**src/rtl/rsg_pkg.sv**
```systemverilog
// Shared constants and types for the row-streaming operand gather sequencer.
// Assumes a 32-bit operand word and at least five read lanes.
package rsg_pkg;

    localparam int WORD_W    = 32;
    localparam int MIN_LANES = 5;

    // Beat 0 lane assignment
    localparam int LANE_A  = 0;
    localparam int LANE_B  = 1;
    localparam int LANE_C  = 2;
    localparam int LANE_D  = 3;
    localparam int LANE_E  = 4;
    // Beat 1 lane assignment (remaining lanes unused)
    localparam int LANE_K1 = 0;
    localparam int LANE_K2 = 1;
    localparam int LANE_JS = 2;

    typedef enum logic [1:0] {
        SCAN_IDLE,
        SCAN_BEAT0,
        SCAN_BEAT1,
        SCAN_GAP
    } scan_state_t;

    typedef struct packed {
        logic [WORD_W-1:0] a;
        logic [WORD_W-1:0] b;
        logic [WORD_W-1:0] c;
        logic [WORD_W-1:0] d;
        logic [WORD_W-1:0] e;
        logic [WORD_W-1:0] k1;
        logic [WORD_W-1:0] k2;
        logic [WORD_W-1:0] js;
    } opset_t;

endpackage

```
**src/rtl/rsg_scan_ctrl.sv**
```systemverilog
// Scan controller: walks n_rows rows of row_len cells, asks for two read
// beats per cell and inserts N_ROWGAP idle cycles between rows.
// Assumes the read side holds rd_valid only in response to rd_req.
module rsg_scan_ctrl
    import rsg_pkg::*;
#(
    parameter int ADDR_W   = 24,
    parameter int ROW_W    = 12,
    parameter int NROW_W   = 12,
    parameter int N_ROWGAP = 2
) (
    input  logic              clk,
    input  logic              rst_n,
    input  logic              start,
    input  logic [NROW_W-1:0] n_rows,
    input  logic [ROW_W-1:0]  row_len,
    input  logic [ADDR_W-1:0] base_addr,
    input  logic [ADDR_W-1:0] row_pitch,
    input  logic              rd_valid,
    output logic              rd_req,
    output logic              rd_beat,
    output logic [ADDR_W-1:0] rd_addr,
    output logic              beat0_acc,
    output logic              beat1_acc,
    output logic              last_cell
);

    localparam int GAP_W = (N_ROWGAP > 1) ? $clog2(N_ROWGAP) : 1;
    localparam logic [GAP_W-1:0] GAP_LOAD = GAP_W'((N_ROWGAP > 0) ? N_ROWGAP - 1 : 0);

    scan_state_t       state_q, state_d;
    logic [ROW_W-1:0]  col_q;
    logic [ROW_W-1:0]  len_q;
    logic [NROW_W-1:0] row_q;
    logic [NROW_W-1:0] rows_q;
    logic [ADDR_W-1:0] pitch_q;
    logic [ADDR_W-1:0] row_base_q;
    logic              start_ok;
    logic              col_end;
    logic              row_end;
    logic              enter_gap;
    logic              gap_done;

    // Qualify a start request: idle and both counts non-zero
    always_comb begin
        start_ok = start && (state_q == SCAN_IDLE) && (n_rows != '0) && (row_len != '0);
    end

    // Position flags and acceptance strobes
    always_comb begin
        col_end   = (col_q == len_q - ROW_W'(1));
        row_end   = (row_q == rows_q - NROW_W'(1));
        rd_req    = (state_q == SCAN_BEAT0) || (state_q == SCAN_BEAT1);
        rd_beat   = (state_q == SCAN_BEAT1);
        rd_addr   = row_base_q + ADDR_W'(col_q);
        beat0_acc = (state_q == SCAN_BEAT0) && rd_valid;
        beat1_acc = (state_q == SCAN_BEAT1) && rd_valid;
        last_cell = beat1_acc && col_end && row_end;
        enter_gap = beat1_acc && col_end && !row_end && (N_ROWGAP > 0);
    end

    // Next-state selection
    always_comb begin
        state_d = state_q;
        unique case (state_q)
            SCAN_IDLE:  if (start_ok) state_d = SCAN_BEAT0;
            SCAN_BEAT0: if (rd_valid) state_d = SCAN_BEAT1;
            SCAN_BEAT1: begin
                if (rd_valid) begin
                    if (!col_end)      state_d = SCAN_BEAT0;
                    else if (row_end)  state_d = SCAN_IDLE;
                    else if (N_ROWGAP > 0) state_d = SCAN_GAP;
                    else               state_d = SCAN_BEAT0;
                end
            end
            SCAN_GAP:   if (gap_done) state_d = SCAN_BEAT0;
            default:    state_d = SCAN_IDLE;
        endcase
    end

    // State register
    always_ff @(posedge clk) begin
        if (!rst_n) state_q <= SCAN_IDLE;
        else        state_q <= state_d;
    end

    // Configuration latch, taken only on an accepted start
    always_ff @(posedge clk) begin
        if (!rst_n) begin
            len_q   <= '0;
            rows_q  <= '0;
            pitch_q <= '0;
        end else if (start_ok) begin
            len_q   <= row_len;
            rows_q  <= n_rows;
            pitch_q <= row_pitch;
        end
    end

    // Column, row and row-base address counters
    always_ff @(posedge clk) begin
        if (!rst_n) begin
            col_q      <= '0;
            row_q      <= '0;
            row_base_q <= '0;
        end else if (start_ok) begin
            col_q      <= '0;
            row_q      <= '0;
            row_base_q <= base_addr;
        end else if (beat1_acc) begin
            if (col_end) begin
                col_q      <= '0;
                row_q      <= row_q + NROW_W'(1);
                row_base_q <= row_base_q + pitch_q;
            end else begin
                col_q <= col_q + ROW_W'(1);
            end
        end
    end

    // Row-change bubble counter, present only when a gap is configured
    generate
        if (N_ROWGAP > 0) begin : g_gap
            logic [GAP_W-1:0] gap_q;
            // Load on row change, count down while in the gap
            always_ff @(posedge clk) begin
                if (!rst_n)                                  gap_q <= '0;
                else if (enter_gap)                          gap_q <= GAP_LOAD;
                else if (state_q == SCAN_GAP && gap_q != '0) gap_q <= gap_q - GAP_W'(1);
            end
            assign gap_done = (gap_q == '0);
        end else begin : g_nogap
            assign gap_done = 1'b1;
        end
    endgenerate

endmodule

```
**src/rtl/rsg_stage.sv**
```systemverilog
// Operand staging: captures beat-0 lanes, then issues the full operand set
// one cycle after beat 1 is accepted. Assumes N_LANES >= MIN_LANES.
module rsg_stage
    import rsg_pkg::*;
#(
    parameter int N_LANES = 5
) (
    input  logic                      clk,
    input  logic                      rst_n,
    input  logic                      beat0_acc,
    input  logic                      beat1_acc,
    input  logic                      last_cell,
    input  logic [N_LANES*WORD_W-1:0] rd_data,
    output logic                      iss_valid,
    output opset_t                    iss_ops,
    output logic                      done
);

    logic [WORD_W-1:0] lane_w [N_LANES];
    logic [WORD_W-1:0] hold_q [MIN_LANES];

    // Split the flat read bus into lane words
    generate
        for (genvar g = 0; g < N_LANES; g++) begin : g_lane
            assign lane_w[g] = rd_data[g*WORD_W +: WORD_W];
        end
    endgenerate

    // Staging registers for the first beat
    generate
        for (genvar h = 0; h < MIN_LANES; h++) begin : g_hold
            // Capture lane h when beat 0 is accepted
            always_ff @(posedge clk) begin
                if (!rst_n)         hold_q[h] <= '0;
                else if (beat0_acc) hold_q[h] <= lane_w[h];
            end
        end
    endgenerate

    // Issue register: merge staged beat 0 with live beat 1
    always_ff @(posedge clk) begin
        if (!rst_n) begin
            iss_ops <= '0;
        end else if (beat1_acc) begin
            iss_ops.a  <= hold_q[LANE_A];
            iss_ops.b  <= hold_q[LANE_B];
            iss_ops.c  <= hold_q[LANE_C];
            iss_ops.d  <= hold_q[LANE_D];
            iss_ops.e  <= hold_q[LANE_E];
            iss_ops.k1 <= lane_w[LANE_K1];
            iss_ops.k2 <= lane_w[LANE_K2];
            iss_ops.js <= lane_w[LANE_JS];
        end
    end

    // Issue and completion strobes
    always_ff @(posedge clk) begin
        if (!rst_n) begin
            iss_valid <= 1'b0;
            done      <= 1'b0;
        end else begin
            iss_valid <= beat1_acc;
            done      <= last_cell;
        end
    end

endmodule

```
**src/rtl/rsg_wb_fifo.sv**
```systemverilog
// In-order queue of write-back addresses, one entry per issued cell.
// Assumes DEPTH covers the datapath latency so it never overflows.
module rsg_wb_fifo #(
    parameter int DEPTH  = 4,
    parameter int ADDR_W = 24
) (
    input  logic              clk,
    input  logic              rst_n,
    input  logic              push,
    input  logic [ADDR_W-1:0] push_addr,
    input  logic              pop,
    output logic [ADDR_W-1:0] head_addr
);

    localparam int PTR_W = (DEPTH > 1) ? $clog2(DEPTH) : 1;
    localparam logic [PTR_W-1:0] LAST_PTR = PTR_W'(DEPTH - 1);

    logic [ADDR_W-1:0] mem_q [DEPTH];
    logic [PTR_W-1:0]  wr_ptr_q;
    logic [PTR_W-1:0]  rd_ptr_q;

    // Present the oldest entry
    always_comb begin
        head_addr = mem_q[rd_ptr_q];
    end

    // Storage write on push
    always_ff @(posedge clk) begin
        if (!rst_n) begin
            for (int i = 0; i < DEPTH; i++) mem_q[i] <= '0;
        end else if (push) begin
            mem_q[wr_ptr_q] <= push_addr;
        end
    end

    // Pointer advance with wrap at DEPTH
    always_ff @(posedge clk) begin
        if (!rst_n) begin
            wr_ptr_q <= '0;
            rd_ptr_q <= '0;
        end else begin
            if (push) wr_ptr_q <= (wr_ptr_q == LAST_PTR) ? '0 : wr_ptr_q + PTR_W'(1);
            if (pop)  rd_ptr_q <= (rd_ptr_q == LAST_PTR) ? '0 : rd_ptr_q + PTR_W'(1);
        end
    end

endmodule

```
**src/rtl/rowscan_gather.sv**
```systemverilog
// Top: row-streaming operand gather sequencer. Scans rows of cells, gathers
// eight operands per cell over two beats of parallel lanes, issues them
// together and writes each datapath result back to its cell's address.
// Assumes the datapath returns results in issue order within PIPE_LAT.
module rowscan_gather
    import rsg_pkg::*;
#(
    parameter int ADDR_W   = 24,
    parameter int ROW_W    = 12,
    parameter int NROW_W   = 12,
    parameter int N_LANES  = 5,
    parameter int N_ROWGAP = 2,
    parameter int PIPE_LAT = 4
) (
    input  logic                      clk,
    input  logic                      rst_n,
    input  logic                      start,
    input  logic [NROW_W-1:0]         n_rows,
    input  logic [ROW_W-1:0]          row_len,
    input  logic [ADDR_W-1:0]         base_addr,
    input  logic [ADDR_W-1:0]         row_pitch,
    output logic                      rd_req,
    output logic                      rd_beat,
    output logic [ADDR_W-1:0]         rd_addr,
    input  logic                      rd_valid,
    input  logic [N_LANES*WORD_W-1:0] rd_data,
    output logic                      iss_valid,
    output logic [WORD_W-1:0]         iss_a,
    output logic [WORD_W-1:0]         iss_b,
    output logic [WORD_W-1:0]         iss_c,
    output logic [WORD_W-1:0]         iss_d,
    output logic [WORD_W-1:0]         iss_e,
    output logic [WORD_W-1:0]         iss_k1,
    output logic [WORD_W-1:0]         iss_k2,
    output logic [WORD_W-1:0]         iss_js,
    input  logic                      res_valid,
    input  logic [WORD_W-1:0]         res_data,
    output logic                      wr_en,
    output logic [ADDR_W-1:0]         wr_addr,
    output logic [WORD_W-1:0]         wr_data,
    output logic                      done
);

    logic              beat0_acc;
    logic              beat1_acc;
    logic              last_cell;
    logic [ADDR_W-1:0] iss_addr_q;
    opset_t            ops;

    rsg_scan_ctrl #(
        .ADDR_W   (ADDR_W),
        .ROW_W    (ROW_W),
        .NROW_W   (NROW_W),
        .N_ROWGAP (N_ROWGAP)
    ) u_scan (
        .clk       (clk),
        .rst_n     (rst_n),
        .start     (start),
        .n_rows    (n_rows),
        .row_len   (row_len),
        .base_addr (base_addr),
        .row_pitch (row_pitch),
        .rd_valid  (rd_valid),
        .rd_req    (rd_req),
        .rd_beat   (rd_beat),
        .rd_addr   (rd_addr),
        .beat0_acc (beat0_acc),
        .beat1_acc (beat1_acc),
        .last_cell (last_cell)
    );

    rsg_stage #(
        .N_LANES (N_LANES)
    ) u_stage (
        .clk       (clk),
        .rst_n     (rst_n),
        .beat0_acc (beat0_acc),
        .beat1_acc (beat1_acc),
        .last_cell (last_cell),
        .rd_data   (rd_data),
        .iss_valid (iss_valid),
        .iss_ops   (ops),
        .done      (done)
    );

    // Cell address travelling alongside the issue register
    always_ff @(posedge clk) begin
        if (!rst_n)         iss_addr_q <= '0;
        else if (beat1_acc) iss_addr_q <= rd_addr;
    end

    rsg_wb_fifo #(
        .DEPTH  (PIPE_LAT),
        .ADDR_W (ADDR_W)
    ) u_wbq (
        .clk       (clk),
        .rst_n     (rst_n),
        .push      (iss_valid),
        .push_addr (iss_addr_q),
        .pop       (res_valid),
        .head_addr (wr_addr)
    );

    // Operand fan-out and unbuffered write-back
    always_comb begin
        iss_a   = ops.a;
        iss_b   = ops.b;
        iss_c   = ops.c;
        iss_d   = ops.d;
        iss_e   = ops.e;
        iss_k1  = ops.k1;
        iss_k2  = ops.k2;
        iss_js  = ops.js;
        wr_en   = res_valid;
        wr_data = res_data;
    end

endmodule

```
**config.mk**
```make
export PLATFORM = sky130hd
export DESIGN_NAME = rowscan_gather
export DESIGN_NICKNAME = d
export VERILOG_FILES = /design/src/rtl/rsg_pkg.sv /design/src/rtl/rsg_scan_ctrl.sv /design/src/rtl/rsg_stage.sv /design/src/rtl/rsg_wb_fifo.sv /design/src/rtl/rowscan_gather.sv
export SDC_FILE = /design/constraint.sdc
export NUM_CORES = 1
export LEC_CHECK = 0
export BUFFER_PORTS_ARGS = -buffer_cell sky130_fd_sc_hd__buf_2
export CAP_MARGIN = 5
export CORE_ASPECT_RATIO = 0.7
export CORE_MARGIN = 2
export CORE_UTILIZATION = 30
export CTS_CLUSTER_DIAMETER = 40
export DETAILED_ROUTE_END_ITERATION = 16
export SYNTH_ARGS = -nofsm -noshare
export SYNTH_HDL_FRONTEND = slang
export SYNTH_HIERARCHICAL = 1
export SYNTH_SLANG_ARGS = --single-unit
export TNS_END_PERCENT = 5
```
**constraint.sdc**
```tcl
create_clock -name clk -period 9.5 [get_ports clk]
set_clock_uncertainty 0.15 [all_clocks]
set_input_delay 0 -clock clk [delete_from_list [all_inputs] [get_ports clk]]
set_output_delay 0 -clock clk [all_outputs]
set_load 0.01 [all_outputs]
```
==> results.py <==
metrics = {
    "run_status": {
        "outcome": "finished clean",
    },
    "timing": {
        "fmax_mhz": 226,
        "grt_setup_unrepaired": "false",
        "layout_setup_ws_ps": 5080,
        "setup-violations-final": 0,
        "final.min_clock_period_ps": 4420,
        "number_of_max_slew_violations_in_the_final_report": 0,
        "timing_worst_slew_pin_value_ps": 1060,
        "setup-tns-final_ps": 0,
        "slew_headroom_pct": 29.3,
        "finalHoldViolations": 0,
        "fin_crit_sh_pct": 46.5,
    },
    "global_routing": {
        "gr-max-usage-layer": "met2",
        "met1_usage_pct": 22.9,
        "antenna_found_initial": 8,
        "wire_length_of_the_first_global_routing_pass_um": 126000,
        "grt_start_max_net_pins": 120,
        "gr-usage-met2_pct": 25.7,
        "globalRoute.totalOverflow": 0,
        "met3_usage_pct": 3.97,
        "globalRouteTotalUtil_pct": 16.8,
        "grt_pass1_vias": 21100,
    },
    "yosys": {
        "synth_seq_cells": 643,
        "asyncSetResetFlopFracSynth_pct": 0,
        "synth-compound-area-share_pct": 4.92,
        "synth_fa_ha_area_share_pct": 2.14,
        "synth_area_per_cell_um2": 11.6,
        "simple_gate_area_share_of_the_yosys_netlist_pct": 18.1,
        "synth_edf_count": 256,
        "largest_family_of_logic_cells_by_synthesized_area": "simple AND/OR/NAND/NOR gates",
        "number_of_distinct_library_cells_after_synthesis": 77,
        "synth.yosys.warnings": 6,
        "postSynthCellCount": 2417,
        "synthesis.area_um2": 28200,
        "synth.net_count": 2733,
        "ys.flop_type": "sky130_fd_sc_hd__dfxtp_1",
        "synth_seq_area_share_pct": 54.8,
        "synth-xor-area-share_pct": 2.61,
        "yosys-mux-area-fraction_pct": 12.5,
    },
    "cts": {
        "number_of_post_cts_setup_repair_buffers": 0,
        "htree_levels": 3,
        "number_of_clock_sinks": 643,
        "cts_root_buf": "sky130_fd_sc_hd__clkbuf_16",
        "clock_latency_late_sink_ps": 690,
        "cts_tree": "built",
        "clock_tree.buffer_depth": 3,
        "clk_pin_slew_worst_paths_ps": 60,
        "cts_buffers": 87,
    },
    "flow_run": {
        "drv_cap": 0,
    },
    "power": {
        "p_sw_share_pct": 27.7,
        "p_int_mw": 5.68,
        "power_frac_clock_pct": 42.6,
        "netSwitchingPower_mw": 2.18,
        "vdd_ir_drop_max_uv": 136,
        "power_leakage_nw": 15.9,
        "power_frac_seq_pct": 41.5,
        "post_layout_power_mw": 7.86,
        "power.density_cell_area_nw_per_um2": 201,
        "power_frac_comb_pct": 16.0,
    },
    "critical_path": {
        "crit_type": "reg -> reg",
        "r2r_setup_slack_ps": 5080,
        "worstReg2RegStart": "u_scan/len_q[0]$_SDFFE_PN0P_",
        "cp-start-kind": "flip-flop",
        "timing.critical_path.required_ps": 9920,
        "crit_end": "u_scan/row_base_q[18]$_SDFFE_PN0P_",
        "ff2ff_path_depth": 11,
        "timing.rr.end": "u_scan/row_base_q[18]$_SDFFE_PN0P_",
        "setup.worst_path.end_class": "flip-flop",
        "path_max_fanout": 21,
        "setup.worst_path.start": "u_scan/len_q[0]$_SDFFE_PN0P_",
        "worstPathArrival_ps": 4840,
    },
    "detailed_routing": {
        "detailedRoute.firstPassIterationCount": 5,
        "routedWlPerCell_um": 18.2,
        "drc": 0,
        "vias_per_cell": 4.62,
        "vias": 21500,
        "antenna_violating_nets_post_route": 0,
        "initialDrtViolationCount": 1634,
        "wirelength_um": 84900,
    },
    "layout": {
        "final_layout_size_suffix_gt1_share_pct": 21.8,
        "syn2layout_area_growth_pct": 38.8,
        "seq_area_um2": 15400,
        "design.final.nets": 3664,
        "post_layout_instance_area_um2": 39100,
        "n_fill_cell": 8597,
        "multi_input_comb_area_um2": 11400,
    },
    "hold_path": {
        "hold_crit_path_type": "in -> reg",
    },
    "placement": {
        "gp_congestion": 0.835,
        "dpl.hpwl_um": 52800,
        "place_area_um2": 31400,
        "port_buffers": 545,
        "pre_cts_ws_ps": 5590,
    },
    "die": {
        "initial_utilization_pct": 30.4,
        "design.portCount": 610,
        "fp.dieArea_um2": 96400,
        "coreArea_um2": 92500,
        "rows": 93,
        "die_h_um": 260,
        "die_width_um": 370,
    },
}
cells in the mapped netlist, types with 4 or more instances:
cell type,count,share of area [%]
sky130_fd_sc_hd__edfxtp_1,256,27
sky130_fd_sc_hd__dfxtp_1,387,28
sky130_fd_sc_hd__mux4_1,4,0.37
sky130_fd_sc_hd__nand2b_1,17,0.38
sky130_fd_sc_hd__a21o_1,10,0.27
sky130_fd_sc_hd__a31oi_1,20,0.44
sky130_fd_sc_hd__mux4_2,20,1.6
sky130_fd_sc_hd__nor2b_1,284,6.3
sky130_fd_sc_hd__o21ai_0,45,0.80
sky130_fd_sc_hd__o21ai_1,4,0.071
sky130_fd_sc_hd__a21boi_0,49,1.3
sky130_fd_sc_hd__and3_1,195,4.3
sky130_fd_sc_hd__clkbuf_1,92,1.2
sky130_fd_sc_hd__ha_1,45,2.0
sky130_fd_sc_hd__buf_6,4,0.16
sky130_fd_sc_hd__o211ai_1,7,0.19
sky130_fd_sc_hd__and4_1,4,0.12
sky130_fd_sc_hd__a21oi_1,24,0.43
sky130_fd_sc_hd__nand4_1,15,0.33
sky130_fd_sc_hd__nand2_1,172,2.3
sky130_fd_sc_hd__nor4_1,16,0.36
sky130_fd_sc_hd__buf_2,15,0.27
sky130_fd_sc_hd__and2_1,81,1.8
sky130_fd_sc_hd__buf_4,40,1.1
sky130_fd_sc_hd__o21a_1,7,0.19
sky130_fd_sc_hd__buf_8,24,1.3
sky130_fd_sc_hd__buf_12,6,0.43
sky130_fd_sc_hd__clkbuf_2,5,0.089
sky130_fd_sc_hd__or3_1,4,0.089
sky130_fd_sc_hd__o21bai_1,4,0.11
sky130_fd_sc_hd__xor2_1,26,0.81
sky130_fd_sc_hd__mux2i_1,294,10
sky130_fd_sc_hd__xnor2_1,58,1.8
sky130_fd_sc_hd__nor3_1,19,0.34
sky130_fd_sc_hd__nor2_1,53,0.71
sky130_fd_sc_hd__nand3_1,20,0.36
sky130_fd_sc_hd__inv_1,28,0.37
state kept, by name, indices dropped and copies added, names as in the netlist, named ones only:
signal              count
u_wbq/rd_ptr_q          2
u_scan/rows_q          12
u_scan/row_q           12
u_scan/state_q          2
u_wbq/mem_q            96
u_scan/g_gap.gap_q      1
iss_addr_q             24
u_wbq/wr_ptr_q          2
u_scan/row_base_q      24
u_stage/iss_valid       1
u_stage/hold_q        160
u_scan/pitch_q         24
u_scan/len_q           12
u_stage/iss_ops       256
u_scan/col_q           12
u_stage/done            1
repair_timing:
action,4_1_cts,5_1_grt
hold buffers,467,1
resized for setup,0,0
hold endpoints to repair,431,1
cell type report:
class	count	area share (%)
Antenna cell	3	0.0192
Clock buffer	109	5.97
Clock inverter	55	1.71
Inverter	29	0.298
Multi-Input combinational cell	1558	29.2
Sequential cell	643	39.5
Tap cell	1235	3.96
Timing Repair Buffer	1029	19.4
how the worst min path moves through the flow:
stage / from / cells past startpoint / to / slack (ps)
2_1_floorplan: res_data[0] / 1 / wr_data[0] / -60
3_3_place_gp: res_data[0] / 0 / wr_data[0] / -150
5_1_grt: rd_data[148] / 3 / u_stage/hold_q[4][20]$_SDFFCE_PN0P_ / 4
4_1_cts: rd_data[105] / 3 / u_stage/hold_q[3][9]$_SDFFCE_PN0P_ / 0.4
3_5_place_dp: res_data[0] / 0 / wr_data[0] / -150
6_report: rd_data[81] / 4 / u_stage/iss_ops[17]$_SDFFE_PN0P_ / 50
cell usage in the layout (no fill, tap or decap), drive strengths merged, types with 22 or more instances in the layout:
master       instances
inv                 42
dfxtp              387
xor2                26
clkinv              22
mux2i              294
nor2b              284
buf                561
edfxtp             256
and2                81
nor2                53
and3               195
a21oi               25
ha                  45
clkbuf             109
a21boi              49
nand2              172
xnor2               58
dlygate4sd3        468
mux4                24
o21ai               49
metal layers:
metal	share of wire [%]	vias up	wire (um)
met3	5.5	182	4710
met1	45	10400	38500
li1	-	10400	-
met4	3.8	6	3200
met2	45	636	38400
met5	0.040	-	34
critical path, stage by stage, from the launching register on:
cell                            delay [ps]
sky130_fd_sc_hd__dfxtp_1               360
sky130_fd_sc_hd__inv_1                  80
sky130_fd_sc_hd__ha_1                  240
sky130_fd_sc_hd__nor3b_2               480
sky130_fd_sc_hd__nor4b_1               350
sky130_fd_sc_hd__xnor2_1               190
sky130_fd_sc_hd__o21ai_0               160
sky130_fd_sc_hd__nor4_1                590
sky130_fd_sc_hd__and2_1                770
sky130_fd_sc_hd__mux2i_1               270
sky130_fd_sc_hd__a21oi_1                80
sky130_fd_sc_hd__dlygate4sd3_1         590
power groups by stage:
stage	combinational, mW	clock, mW	sequential [mW]
floorplan	0.739	0	3.28
global route	1.36	3.54	3.28
CTS	1.24	3.42	3.25
finish	1.26	3.35	3.26
detailed placement	1.04	0	3.31
global placement	1.04	0	3.30
metrics by stage:
step | utilization, % | instances | hold WS, ps
floorplan | - | 2417 | -58.2
global placement | 33.9 | 4026 | -150
detailed placement | 33.9 | 4026 | -150
CTS | 42.2 | 4657 | 0.380
global route | 42.2 | 4660 | 4.32
finish | 42.2 | 4661 | 51.6
cells by family (layout without fill, tap and decap cells):
family	Yosys count	count (layout)
xor gates and xnor gates	84	84
buffers and inverters	216	1222
other	0	3
muxes	319	319
adders and majority gates	47	47
DFF	643	643
and+or+nand+nor	902	902
AOI/OAI and AO/OA	206	206
Note: power is estimated with default switching activity, not from simulation.
